### src/rtl/pw_fifo_pkg.sv
`timescale 1ns/1ps
package pw_fifo_pkg;
  parameter int unsigned PW_DEPTH_DEF  = 7;
  parameter int unsigned PW_DATA_W_DEF = 16;
endpackage

### src/rtl/pw_fifo_rstsync.sv
`timescale 1ns/1ps
module pw_fifo_rstsync #(
  parameter int unsigned STAGES = 2
) (
  input  logic clk,
  input  logic rst_n,
  output logic rst_sync_n
);
  logic [STAGES-1:0] sync_q;

  always_ff @(posedge clk or negedge rst_n) begin
    if (!rst_n) sync_q <= '0;
    else        sync_q <= {sync_q[STAGES-2:0], 1'b1};
  end

  assign rst_sync_n = sync_q[STAGES-1];
endmodule

### src/rtl/pw_fifo_ctrl.sv
`timescale 1ns/1ps
module pw_fifo_ctrl #(
  parameter int unsigned DEPTH = 7
) (
  input  logic                     clk,
  input  logic                     rst_n,
  input  logic                     push_i,
  input  logic                     pop_i,
  input  logic                     clear_i,
  output logic                     wr_en_o,
  output logic [$clog2(DEPTH)-1:0] wr_ptr_o,
  output logic [$clog2(DEPTH)-1:0] rd_ptr_o,
  output logic                     full_o,
  output logic                     empty_o,
  output logic                     reject_o
);
  localparam int unsigned PTR_W = $clog2(DEPTH);
  localparam int unsigned CNT_W = $clog2(DEPTH + 1);
  localparam logic [PTR_W-1:0] LAST_IDX = PTR_W'(DEPTH - 1);

  logic [PTR_W-1:0] wr_ptr_q, wr_ptr_d;
  logic [PTR_W-1:0] rd_ptr_q, rd_ptr_d;
  logic [CNT_W-1:0] count_q, count_d;
  logic             pop_ok, push_ok, upd_en;

  function automatic logic [PTR_W-1:0] step_idx(input logic [PTR_W-1:0] p);
    return (p == LAST_IDX) ? '0 : p + PTR_W'(1);
  endfunction

  assign full_o  = (count_q == CNT_W'(DEPTH));
  assign empty_o = (count_q == '0);

  always_comb begin
    pop_ok   = pop_i && !empty_o && !clear_i;
    push_ok  = push_i && !clear_i && (!full_o || pop_ok);
    reject_o = push_i && !clear_i && full_o && !pop_ok;
    upd_en   = clear_i || push_ok || pop_ok;
    if (clear_i) begin
      wr_ptr_d = '0;
      rd_ptr_d = '0;
      count_d  = '0;
    end else begin
      wr_ptr_d = push_ok ? step_idx(wr_ptr_q) : wr_ptr_q;
      rd_ptr_d = pop_ok  ? step_idx(rd_ptr_q) : rd_ptr_q;
      count_d  = count_q + CNT_W'(push_ok) - CNT_W'(pop_ok);
    end
  end

  always_ff @(posedge clk or negedge rst_n) begin
    if (!rst_n) begin
      wr_ptr_q <= '0;
      rd_ptr_q <= '0;
      count_q  <= '0;
    end else if (upd_en) begin
      wr_ptr_q <= wr_ptr_d;
      rd_ptr_q <= rd_ptr_d;
      count_q  <= count_d;
    end
  end

  assign wr_en_o  = push_ok;
  assign wr_ptr_o = wr_ptr_q;
  assign rd_ptr_o = rd_ptr_q;


  full_excl_chk: assert property (@(posedge clk) disable iff (!rst_n)
    !(full_o && empty_o));

  ptr_range_chk: assert property (@(posedge clk) disable iff (!rst_n)
    (wr_ptr_q <= LAST_IDX) && (rd_ptr_q <= LAST_IDX));

  empty_pop_chk: assert property (@(posedge clk) disable iff (!rst_n)
    empty_o && pop_i && !push_i && !clear_i |=> empty_o && $stable(rd_ptr_q));

  full_swap_chk: assert property (@(posedge clk) disable iff (!rst_n)
    full_o && push_i && pop_i && !clear_i |=> full_o && (rd_ptr_q != $past(rd_ptr_q)));

  clear_empty_chk: assert property (@(posedge clk) disable iff (!rst_n)
    clear_i |=> empty_o && !full_o);
endmodule

### src/rtl/pw_fifo_store.sv
`timescale 1ns/1ps
module pw_fifo_store #(
  parameter int unsigned DEPTH  = 7,
  parameter int unsigned DATA_W = 16
) (
  input  logic                     clk,
  input  logic                     wr_en_i,
  input  logic [$clog2(DEPTH)-1:0] wr_ptr_i,
  input  logic [$clog2(DEPTH)-1:0] rd_ptr_i,
  input  logic [DATA_W-1:0]        wdata_i,
  input  logic                     empty_i,
  output logic [DATA_W-1:0]        rdata_o
);
  localparam int unsigned PTR_W = $clog2(DEPTH);

  logic [DEPTH*DATA_W-1:0] flat;

  for (genvar i = 0; i < DEPTH; i++) begin : g_entry
    logic [DATA_W-1:0] entry_q;
    logic              entry_we;
    assign entry_we = wr_en_i && (wr_ptr_i == PTR_W'(i));
    always_ff @(posedge clk) begin
      if (entry_we) entry_q <= wdata_i;
    end
    assign flat[i*DATA_W +: DATA_W] = entry_q;
  end

  always_comb begin
    rdata_o = '0;
    for (int k = 0; k < DEPTH; k++) begin
      if (!empty_i && (rd_ptr_i == PTR_W'(k))) rdata_o = flat[k*DATA_W +: DATA_W];
    end
  end
endmodule

### src/rtl/pw_fifo_dropflag.sv
`timescale 1ns/1ps
module pw_fifo_dropflag (
  input  logic clk,
  input  logic rst_n,
  input  logic set_i,
  input  logic clr_i,
  output logic drop_o
);
  logic drop_q, drop_d, drop_en;

  always_comb begin
    drop_en = set_i || clr_i;
    drop_d  = !clr_i;
  end

  always_ff @(posedge clk or negedge rst_n) begin
    if (!rst_n)       drop_q <= 1'b0;
    else if (drop_en) drop_q <= drop_d;
  end

  assign drop_o = drop_q;


  drop_sticky_chk: assert property (@(posedge clk) disable iff (!rst_n)
    drop_o && !clr_i |=> drop_o);

  drop_clear_chk: assert property (@(posedge clk) disable iff (!rst_n)
    clr_i |=> !drop_o);
endmodule

### src/rtl/pw_sample_fifo.sv
`timescale 1ns/1ps
module pw_sample_fifo
  import pw_fifo_pkg::*;
#(
  parameter int unsigned DEPTH  = PW_DEPTH_DEF,
  parameter int unsigned DATA_W = PW_DATA_W_DEF
) (
  input  logic              clk,
  input  logic              rst_n,
  input  logic              push_i,
  input  logic [DATA_W-1:0] push_data_i,
  input  logic              pop_i,
  input  logic              clear_i,
  output logic [DATA_W-1:0] head_o,
  output logic              full_o,
  output logic              empty_o,
  output logic              drop_o
);
  localparam int unsigned PTR_W = $clog2(DEPTH);

  logic             rst_sync_n;
  logic             wr_en, reject;
  logic [PTR_W-1:0] wr_ptr, rd_ptr;

  pw_fifo_rstsync #(.STAGES(2)) u_rstsync (
    .clk(clk), .rst_n(rst_n), .rst_sync_n(rst_sync_n)
  );

  pw_fifo_ctrl #(.DEPTH(DEPTH)) u_ctrl (
    .clk(clk), .rst_n(rst_sync_n), .push_i(push_i), .pop_i(pop_i),
    .clear_i(clear_i), .wr_en_o(wr_en), .wr_ptr_o(wr_ptr), .rd_ptr_o(rd_ptr),
    .full_o(full_o), .empty_o(empty_o), .reject_o(reject)
  );

  pw_fifo_store #(.DEPTH(DEPTH), .DATA_W(DATA_W)) u_store (
    .clk(clk), .wr_en_i(wr_en), .wr_ptr_i(wr_ptr), .rd_ptr_i(rd_ptr),
    .wdata_i(push_data_i), .empty_i(empty_o), .rdata_o(head_o)
  );

  pw_fifo_dropflag u_drop (
    .clk(clk), .rst_n(rst_sync_n), .set_i(reject), .clr_i(clear_i),
    .drop_o(drop_o)
  );


  drop_on_full_chk: assert property (@(posedge clk) disable iff (!rst_sync_n)
    full_o && push_i && !pop_i && !clear_i |=> drop_o && full_o && $stable(head_o));

  swap_no_drop_chk: assert property (@(posedge clk) disable iff (!rst_sync_n)
    full_o && push_i && pop_i && !clear_i && !drop_o |=> !drop_o);

  head_zero_chk: assert property (@(posedge clk) disable iff (!rst_sync_n)
    empty_o |-> (head_o == '0));
endmodule

### config.mk
export PLATFORM = sky130hd
export DESIGN_NAME = pw_sample_fifo
export DESIGN_NICKNAME = d
export VERILOG_FILES = /design/src/rtl/pw_fifo_pkg.sv /design/src/rtl/pw_fifo_rstsync.sv /design/src/rtl/pw_fifo_ctrl.sv /design/src/rtl/pw_fifo_store.sv /design/src/rtl/pw_fifo_dropflag.sv /design/src/rtl/pw_sample_fifo.sv
export SDC_FILE = /design/constraint.sdc
export NUM_CORES = 1
export LEC_CHECK = 0
export ABC_CLOCK_PERIOD_IN_PS = 6300
export BUFFER_PORTS_ARGS = -buffer_cell sky130_fd_sc_hd__buf_2
export CAP_MARGIN = 20
export CORE_MARGIN = 2
export CORE_UTILIZATION = 60
export CTS_CLUSTER_DIAMETER = 100
export DETAILED_ROUTE_END_ITERATION = 12
export GPL_TIMING_DRIVEN = 0
export PLACE_DENSITY = 0.79
export SLEW_MARGIN = 20
export SYNTH_ARGS = -nofsm -noshare
export SYNTH_HDL_FRONTEND = slang
export SYNTH_SLANG_ARGS = --single-unit
### constraint.sdc
create_clock -name clk -period 6.3 [get_ports clk]
set_input_delay 0.63 -clock clk [delete_from_list [all_inputs] [get_ports clk]]
set_output_delay 0.63 -clock clk [all_outputs]
set_load 0.01 [all_outputs]
==> results.yml <==
status:
  status: "completed"
sta:
  layout_worst_path_cycle_share_pct: 69.2
  finalHoldViolations: 0
  slew_headroom_pct: 33.4
  finClkSkew_ns: 0.00814
  worst_pin_slew_ns: 0.989
  setup_ws_ns: 1.94
  report.final.slew_viol_count: 0
  finalWorstPathRequiredPeriod_ns: 4.36
  rsz0062_at_grt: "false"
  setup_viol: 0
  finalSetupTns_ns: 0
  fmax_ghz: 0.229
setup_path:
  critPathMaxStageDelay_ns: 0.57
  crit_chain: "buf_2, clkbuf_1, and2_1, ha_1, clkbuf_1, clkbuf_1, a21oi_1, o22a_1, o21ai_0, buf_2"
  setup.worst_path.start_class: "register"
  worst_r2r_startpoint: "u_ctrl.count_q[2]"
  arrival_ns: 3.73
  reg2regPathDepth: 12
  path_depth: 10
  r2r_slack_ns: 3.24
  critPathCaptureType: "output port"
  cp_common_cell: "clkbuf_1"
  worstPathRequired_ns: 5.67
  crit_buf_inv: 5
  reg2reg_to: "u_ctrl.count_q[2]"
  crit_type: "register to output port"
  path_delay_family: "buffers and inverters"
  slowest_stage: "clkbuf_1"
  worstPathMaxFanout: 10
synthesis:
  synth_edf_count: 112
  yosys_warnings: 0
  synth_xor_xnor_area_share_pct: 0
  syn_nets: 424
  synth-seq-cells: 124
  synthArstFlopShare_pct: 9.68
  synth_ff_type: "edfxtp_1"
  syn_area_sq_mm: 0.00544
  synthCells: 399
  post_synth.cell_area_avg_sq_um: 13.6
  synth_fa_ha_area_share_pct: 1.06
  ys_types: 43
  yosys.area_share.simple_pct: 9.43
  yosys-mux-area-fraction_pct: 2.02
  ys_seq_area_share_pct: 67.3
  synth-compound-area-share_pct: 16.1
  synth_top_family_by_area: "compound AO/OA/AOI/OAI gates"
routing:
  drt-initial-drc-count: 443
  drtPass1Iterations: 6
  via_count: 3860
  drt-total-wl_um: 13200
  drt-wirelength-per-cell_um: 22.4
  drtAntennaViolNets: 0
  drc: 0
  vias_per_cell: 6.54
grt:
  grt_util_met3_pct: 7.45
  grt_pass1_wl_um: 21000
  gr-max-usage-layer: "met2"
  met1_usage_pct: 37.8
  grt_max_degree: 17
  antenna_found_initial: 0
  globalRouteMet2Util_pct: 46.9
  grtUsageTotal_pct: 28.7
  overflow: 0
  grt_pass1_vias: 3924
power_and_ir_drop:
  p_int_mw: 1.51
  p_clk_share_pct: 47.1
  p_leak_nw: 2.21
  swShare_pct: 22.5
  comb_power_share_pct: 5.9
  seqPwrFrac_pct: 47.0
  p_sw_uw: 439
  peakVddDrop_v: 0.000250
  p_per_area_mw_per_mm2: 301
floorplanning:
  start_util_pct: 62.1
  io-pin-count: 40
  die_y_um: 99.2
  fp.coreArea_sq_mm: 0.00876
  die_area_sq_mm: 0.00984
  die_w_um: 99.2
  placement_rows: 34
cts:
  clockBufferDepth: 2
  path_clk_slew_ns: 0.06
  cts_setup_buffers: 0
  root_buffer: "clkbuf_8"
  hold_buffers: 1
  cts_num_sinks: 124
  ctsResizeCount: 0
  cts_buffers: 17
  clock_latency_ns: 0.52
  htree_num_levels: 4
  cts_tree: "done"
place:
  place.gp.congestion: 0.783
  dpl.hpwl_um: 8690
  io_buffers: 39
  dp_slack_ns: 2.56
job:
  max_cap_violations: 0
cells_and_area:
  fin_nets: 494
  drive_gt1_share_pct: 24.3
  final_cell_mix: "edfxtp_1, buf_2, a21oi_1"
  syn_to_final_growth_pct: 19.1
  diodes: 0
  final_common_cell: "edfxtp_1"
worst_hold_path:
  hold_class: "register to asynchronous set/reset pin"
==> worst max path at each step <==
stage                             from                            end
floorplan                       push_i  u_store.g_entry[0].entry_q[0]
global placement                push_i  u_store.g_entry[0].entry_q[3]
detailed placement  u_ctrl.rd_ptr_o[1]                      head_o[7]
CTS                 u_ctrl.rd_ptr_o[1]                      head_o[7]
global route        u_ctrl.rd_ptr_o[1]                      head_o[7]
finish              u_ctrl.rd_ptr_o[1]                      head_o[7]
==> worst register-to-register path, stage by stage (launching register included) <==
cell      delay, ns
dfrtp_1        0.36
buf_2          0.22
nand3_1        0.16
o21ai_0        0.80
a21oi_1        0.11
or2_2          0.33
ha_1           0.18
inv_1          0.07
fa_1           0.18
nor2b_1        0.18
a211o_1        0.15
o211ai_1       0.08
a21oi_1        0.16
==> power groups by stage <==
stage                     clock network, mW  registers [mW]  logic (mW)
final                                 0.918           0.917       0.114
after global routing                  0.960           0.918       0.123
after CTS                             0.923           0.917       0.113
after detailed placement                  0           0.933       0.111
after global placement                    0           0.933       0.104
after floorplan                           0           0.932      0.0613
==> final cells by class <==
| class | count | area, sq um |
|---|---|---|
| well taps | 108 | 135 |
| clock inverters | 15 | 150 |
| clock buffers | 17 | 414 |
| multi-input cells | 231 | 1590 |
| repair buffers | 51 | 313 |
| plain buffers | 31 | 168 |
| flip-flops and latches | 124 | 3660 |
| inverters | 13 | 48.8 |
| fillers | 544 | 2280 |
==> sequential cells by signal, indices dropped and copies added (netlist names) <==
name / count
u_ctrl.count_q: 3
u_ctrl.rd_ptr_o: 3
u_rstsync.sync_q: 2
u_ctrl.wr_ptr_o: 3
u_store.g_entry.entry_q: 112
u_drop.drop_o: 1
==> synth_stat cells, drive strengths merged, types with 2 or more instances <==
cell type	number	share of area, %
o2111ai	5	0.80
nand3	5	0.46
inv	13	0.90
o21ai	23	2.1
a31oi	2	0.23
edfxtp	112	62
mux2i	11	2.0
o31ai	3	0.41
a211o	2	0.32
nor3	6	0.64
nor2	11	0.76
o22a	22	3.5
o221ai	11	1.8
a21oi	30	2.8
nor2b	5	0.57
and2	2	0.23
or3	23	2.7
ha	3	0.69
clkbuf	12	0.87
nand2b	3	0.35
a222oi	5	0.92
or2	5	0.57
buf	19	2.2
nor3b	13	1.8
o211ai	12	1.7
a221oi	6	0.97
dfrtp	12	5.5
nand2	15	1.0
a211oi	2	0.28
==> logic make-up after synthesis <==
logic type               Yosys count
AND/OR/NAND/NOR                   90
other                              1
buffers and inverters             44
adder cells (fa/ha/maj)            4
multiplexers                      11
AO/OA/AOI/OAI                    125
flip-flops                       124
==> metrics by stage <==
| step | cells | util, % | power [mW] | hold WS (ns) | instance area (sq um) |
|---|---|---|---|---|---|
| after CTS | 590 | 74.0 | 1.95 | 0.194 | 6480 |
| after floorplan | 399 | - | 0.993 | 0.121 | 5440 |
| after global routing | 590 | 74.0 | 2.00 | 0.211 | 6480 |
| after global placement | 546 | 65.8 | 1.04 | 0.175 | 5770 |
| after detailed placement | 557 | 67.4 | 1.04 | 0.194 | 5910 |
| final | 590 | 74.0 | 1.95 | 0.177 | 6480 |
==> per-layer routing <==
metal  share of wire, %  wire length, um
met1                 40             5260
met2                 50             6610
met3                8.5             1120
met4                1.6              215
met5                  0                0
No activity file was read; power rests on OpenSTA's default activity.
